--- src/rtl/sup_class_pkg.sv ---
package sup_class_pkg;

    localparam int NUM_CLS = 3;
    localparam int CLS_W   = $clog2(NUM_CLS + 1);

    localparam logic [CLS_W-1:0] CLS_NONE = 2'd0;
    localparam logic [CLS_W-1:0] CLS_LOW  = 2'd1;
    localparam logic [CLS_W-1:0] CLS_MID  = 2'd2;
    localparam logic [CLS_W-1:0] CLS_HIGH = 2'd3;

    typedef enum logic [2:0] {
        SQ_IDLE   = 3'd0,
        SQ_RAMP   = 3'd1,
        SQ_WAIT   = 3'd2,
        SQ_GAP    = 3'd3,
        SQ_LOCKED = 3'd4,
        SQ_FAILED = 3'd5
    } seq_state_e;

endpackage

--- src/rtl/sup_class_pick.sv ---
module sup_class_pick
    import sup_class_pkg::*;
(
    input  logic [NUM_CLS-1:0] mask,
    input  logic [CLS_W-1:0]   floor_cls,
    output logic               found,
    output logic [CLS_W-1:0]   pick
);
    logic [NUM_CLS-1:0] cand;

    for (genvar g = 0; g < NUM_CLS; g++) begin : g_cand
        assign cand[g] = mask[g] && ((g + 1) > int'(floor_cls));
    end

    always_comb begin
        found = 1'b0;
        pick  = CLS_NONE;
        for (int i = NUM_CLS - 1; i >= 0; i--) begin
            if (cand[i]) begin
                found = 1'b1;
                pick  = CLS_W'(i + 1);
            end
        end
    end
endmodule

--- src/rtl/sup_expire.sv ---
module sup_expire #(
    parameter int W = 8
) (
    input  logic [W-1:0] cnt,
    input  logic [W-1:0] limit,
    output logic         done
);
    logic [W:0] cnt_p1;
    logic [W:0] lim_eff;

    always_comb begin
        cnt_p1  = {1'b0, cnt} + {{W{1'b0}}, 1'b1};
        lim_eff = (limit == '0) ? {{W{1'b0}}, 1'b1} : {1'b0, limit};
        done    = (cnt_p1 >= lim_eff);
    end
endmodule

--- src/rtl/sup_class_seq.sv ---
module sup_class_seq
    import sup_class_pkg::*;
#(
    parameter int RAMP_CYC = 8,
    parameter int TMO_W    = 16,
    parameter int OFF_W    = 12
) (
    input  logic               clk,
    input  logic               rst_n,
    input  logic               card_present,
    input  logic [2:0]         class_mask,
    input  logic               clk_tick,
    input  logic               atr_seen,
    input  logic [TMO_W-1:0]   cfg_atr_timeout,
    input  logic [OFF_W-1:0]   cfg_off_time,
    output logic               pwr_en_o,
    output logic [1:0]         vsel_o,
    output logic               card_rst_n_o,
    output logic [1:0]         active_cls_o,
    output logic               locked_o,
    output logic               fail_o
);
    localparam int RMP_W = $clog2(RAMP_CYC + 1);
    localparam int CW0   = (TMO_W > OFF_W) ? TMO_W : OFF_W;
    localparam int CNT_W = (CW0 > RMP_W) ? CW0 : RMP_W;

    typedef struct packed {
        seq_state_e       st;
        logic [CLS_W-1:0] cls;
        logic [CLS_W-1:0] vsel;
        logic [CLS_W-1:0] act;
        logic [CNT_W-1:0] cnt;
        logic             pwr;
        logic             crst_n;
        logic             locked;
        logic             fail;
    } seq_regs_t;

    localparam seq_regs_t REGS_RST = '{
        st: SQ_IDLE, cls: CLS_NONE, vsel: CLS_NONE, act: CLS_NONE,
        cnt: '0, pwr: 1'b0, crst_n: 1'b0, locked: 1'b0, fail: 1'b0
    };

    seq_regs_t r_q, r_d;

    logic             first_ok, next_ok;
    logic [CLS_W-1:0] first_cls, next_cls;
    logic             ramp_done, tmo_done, gap_done;

    sup_class_pick u_pick_first (
        .mask      (class_mask),
        .floor_cls (CLS_NONE),
        .found     (first_ok),
        .pick      (first_cls)
    );

    sup_class_pick u_pick_next (
        .mask      (class_mask),
        .floor_cls (r_q.cls),
        .found     (next_ok),
        .pick      (next_cls)
    );

    sup_expire #(.W(CNT_W)) u_exp_ramp (
        .cnt   (r_q.cnt),
        .limit (CNT_W'(RAMP_CYC)),
        .done  (ramp_done)
    );

    sup_expire #(.W(CNT_W)) u_exp_tmo (
        .cnt   (r_q.cnt),
        .limit (CNT_W'(cfg_atr_timeout)),
        .done  (tmo_done)
    );

    sup_expire #(.W(CNT_W)) u_exp_gap (
        .cnt   (r_q.cnt),
        .limit (CNT_W'(cfg_off_time)),
        .done  (gap_done)
    );

    always_comb begin
        r_d = r_q;
        unique case (r_q.st)
            SQ_IDLE: begin
                if (card_present) begin
                    if (first_ok) begin
                        r_d.st   = SQ_RAMP;
                        r_d.cls  = first_cls;
                        r_d.vsel = first_cls;
                        r_d.pwr  = 1'b1;
                        r_d.cnt  = '0;
                    end else begin
                        r_d.st   = SQ_FAILED;
                        r_d.fail = 1'b1;
                    end
                end
            end
            SQ_RAMP: begin
                if (ramp_done) begin
                    r_d.st     = SQ_WAIT;
                    r_d.crst_n = 1'b1;
                    r_d.cnt    = '0;
                end else begin
                    r_d.cnt = r_q.cnt + CNT_W'(1);
                end
            end
            SQ_WAIT: begin
                if (atr_seen) begin
                    r_d.st     = SQ_LOCKED;
                    r_d.locked = 1'b1;
                    r_d.act    = r_q.cls;
                end else if (clk_tick) begin
                    if (tmo_done) begin
                        r_d.pwr    = 1'b0;
                        r_d.crst_n = 1'b0;
                        r_d.vsel   = CLS_NONE;
                        r_d.cnt    = '0;
                        if (next_ok) begin
                            r_d.st  = SQ_GAP;
                            r_d.cls = next_cls;
                        end else begin
                            r_d.st   = SQ_FAILED;
                            r_d.fail = 1'b1;
                        end
                    end else begin
                        r_d.cnt = r_q.cnt + CNT_W'(1);
                    end
                end
            end
            SQ_GAP: begin
                if (gap_done) begin
                    r_d.st   = SQ_RAMP;
                    r_d.pwr  = 1'b1;
                    r_d.vsel = r_q.cls;
                    r_d.cnt  = '0;
                end else begin
                    r_d.cnt = r_q.cnt + CNT_W'(1);
                end
            end
            SQ_LOCKED, SQ_FAILED: begin
                r_d = r_q;
            end
            default: r_d = REGS_RST;
        endcase

        if (!card_present) begin
            r_d = REGS_RST;
        end
    end

    always_ff @(posedge clk or negedge rst_n) begin
        if (!rst_n) begin
            r_q <= REGS_RST;
        end else begin
            r_q <= r_d;
        end
    end

    assign pwr_en_o     = r_q.pwr;
    assign vsel_o       = r_q.vsel;
    assign card_rst_n_o = r_q.crst_n;
    assign active_cls_o = r_q.act;
    assign locked_o     = r_q.locked;
    assign fail_o       = r_q.fail;

endmodule

--- config.mk ---
export PLATFORM = sky130hd
export DESIGN_NAME = sup_class_seq
export DESIGN_NICKNAME = d
export VERILOG_FILES = /design/src/rtl/sup_class_pkg.sv /design/src/rtl/sup_class_pick.sv /design/src/rtl/sup_expire.sv /design/src/rtl/sup_class_seq.sv
export SDC_FILE = /design/constraint.sdc
export NUM_CORES = 1
export LEC_CHECK = 0
export ABC_CLOCK_PERIOD_IN_PS = 3700
export BUFFER_PORTS_ARGS = -buffer_cell sky130_fd_sc_hd__buf_2
export CAP_MARGIN = 20
export CORE_MARGIN = 3
export CORE_UTILIZATION = 39
export CTS_CLUSTER_DIAMETER = 40
export DETAILED_ROUTE_END_ITERATION = 6
export GPL_ROUTABILITY_DRIVEN = 0
export PLACE_DENSITY = 0.67
export SLEW_MARGIN = 10
export SYNTH_ARGS = -nofsm -noshare
export SYNTH_HDL_FRONTEND = slang
export SYNTH_SLANG_ARGS = --single-unit
--- constraint.sdc ---
create_clock -name clk -period 3.7 [get_ports clk]
set_input_delay 0.37 -clock clk [delete_from_list [all_inputs] [get_ports clk]]
set_output_delay 0.37 -clock clk [all_outputs]
set_load 0.02 [all_outputs]
==> results_dict.tcl <==
set metrics [dict create \
    status "completed" \
    peakVddDrop_mv 0.129 \
    synth-async-reset-ratio 1.00 \
    synth_top_family_by_area "simple AND/OR/NAND/NOR gates" \
    core_area_um2 6940 \
    tns_ps 0 \
    first_iter_violations 303 \
    drc_errors 0 \
    worst_setup_path_start_kind "flop" \
    finalCoreUtilization 0.462 \
    viasPerCell 5.66 \
    dp.cells 485 \
    synth_simple_gate_area_frac 0.255 \
    cts-root-buf "clkbuf_8" \
    hold_viol 0 \
    r2r_setup_slack_ps 210 \
    gr-total-overflow 0 \
    grt_pass1_wl_um 12900 \
    drt_first_pass_iters 7 \
    p_sw_mw 0.245 \
    rows 30 \
    wl_um 7580 \
    finalSetupViolCount 0 \
    period_needed_ps 3490 \
    worstSetupPathType "reg2reg" \
    synth-compound-area-share 0.201 \
    rsz0062_at_grt "false" \
    synth_edf_count 0 \
    synth_seq_cells 29 \
    finalPower_mw 0.817 \
    syn_nets 430 \
    clk_latency_ps 280 \
    setup_slack_ps 208 \
    num-fill-cells 707 \
    gr-usage-all-layers 0.187 \
    die_y_um 91.6 \
    p_per_area_nw_per_um2 255 \
    antenna_cells 0 \
    hold_class "in2async" \
    tritoncts "yes" \
    synth-seq-area-share 0.254 \
    drv_slew 0 \
    grt_pass1_vias 2638 \
    synth_area_per_cell_um2 7.85 \
    syn_inst 364 \
    grt_max_degree 30 \
    vias 2788 \
    drive_above_1_share 0.186 \
    mostFrequentLayoutCells "nand2_1 (50), buf_2 (43), inv_1 (36)" \
    ys_types 58 \
    ctsHoldBuffers 0 \
    p_leak_nw 1.71 \
    holdWs_ps 130 \
    cp_data_arrival_time_ps 3660 \
    pwr-share-seq 0.426 \
    endpoint_kind "flop" \
    cts_inserted_buffers 5 \
    cts_num_sinks 29 \
    syn_to_final_growth_pct 12.2 \
    tightest_slew_ps 856 \
    combPwrFrac 0.215 \
    clockBufferDepth 2 \
    drv_cap 0 \
    wl_per_cell_um 15.4 \
    ctsResizeCount 0 \
    critPathMaxFanout 9 \
    portBuffers 43 \
    clock-skew-final_ps 10.0 \
    min_period_over_period 0.944 \
    swShare 0.300 \
    clkPwrFrac 0.360 \
    io_pins 44 \
    fin_cells 493 \
    die_area_um2 8390 \
    htreeDepth 2 \
    final_common_cell "nand2_1" \
    die_x_um 91.6 \
    design_area_um2 3210 \
    place_ws_ps 156 \
    cts.clk_slew.worst_paths_ps 70 \
    p_int_mw 0.572 \
    synth-warning-count 0 \
    timing.fmax_mhz 286 \
    synthMuxAreaShare 0.0210 \
    dpl.hpwl_um 5860 \
    critPathRequiredTime_ps 3870 \
    slew_headroom 0.429 \
    start_util 0.412 \
    synth_xor_area_frac 0.0429 \
    netlist_area_um2 2860 \
    synthAdderAreaFrac 0.131 \
    dpl_cell_area_um2 3090 \
    cts_setup_buffers 0 \
    antenna_found_initial 0 \
    synth_ff_type "dfrtp_1" \
    postRouteAntennaNets 0 \
    nets 462 \
]
power by group through the flow:
stage               clock, mW  combinational (mW)  sequential [mW]
CTS                     0.298               0.176            0.347
global placement            0               0.173            0.354
detailed placement          0               0.175            0.353
finish                  0.294               0.176            0.348
floorplan                   0               0.115            0.351
global route            0.315               0.198            0.351
critical path, cell delays in order, from the launching register on:
cell and delay (ps):
dfrtp_1 520, nand3_2 280, nor4_1 420, xor2_1 470, ha_1 340, nand4_1 100
nor2_1 70, a31oi_1 210, and3_1 240, nand3_1 110, and4b_1 290, mux2_4 310
worst paths after layout:
kind | startpoint | endpoint | depth (start not counted)
max | r_q[6] | vsel_o[1] | 11
min | rst_n | r_q[14] | 1
max reg2reg | r_q[6] | vsel_o[1] | 11
min reg2reg | locked_o | locked_o | 2
max in group asynchronous | rst_n | r_q[4] | 1
min in group clk | atr_seen | locked_o | 3
flip-flops by register name, indices dropped and copies added (netlist names):
name and cells:
r_q 21, active_cls_o 2, vsel_o 2, card_rst_n_o 1
fail_o 1, locked_o 1, pwr_en_o 1
cells by family after synthesis:
family | count (synthesis)
adder cells (fa/ha/maj) | 30
flip-flops | 29
AO/OA/AOI/OAI | 86
AND/OR/NAND/NOR | 142
buffers and inverters | 58
XOR/XNOR | 14
multiplexers | 5
final cells by class:
class,count,area (um2),share of cell area
multi-input combinational,277,1880,0.586
sequential,29,726,0.226
timing repair buffer,47,245,0.0765
inverter,36,135,0.0422
tap,96,120,0.0375
clock buffer,7,96.3,0.0301
clock inverter,1,5.00,0.00156
synthesized netlist by cell type (4+ instances only):
master / instances / area [um2]
nand2b_1: 4 / 25.0
nor2b_1: 4 / 25.0
a32o_1: 4 / 40.0
a21o_1: 8 / 60.1
nand2_1: 50 / 188
o21ai_0: 26 / 130
inv_1: 36 / 135
dfrtp_1: 29 / 726
xnor2_1: 5 / 43.8
nand4_1: 9 / 56.3
clkbuf_1: 5 / 18.8
buf_2: 7 / 35.0
nand3_1: 16 / 80.1
xor2_1: 9 / 78.8
nor3_1: 13 / 65.1
a21oi_1: 16 / 80.1
ha_1: 30 / 375
buf_4: 8 / 60.1
nor2_1: 19 / 71.3
nor4_1: 11 / 68.8
per-layer routing:
metal  vias to the layer above  GRT usage  part of all wire
met3                        18     0.0133             0.059
li1                       1367          -                 -
met4                         0     0.0616             0.020
met1                      1290      0.265              0.46
met5                         -          0                 0
met2                       113      0.302              0.47
No activity file was read; power rests on OpenSTA's default activity.
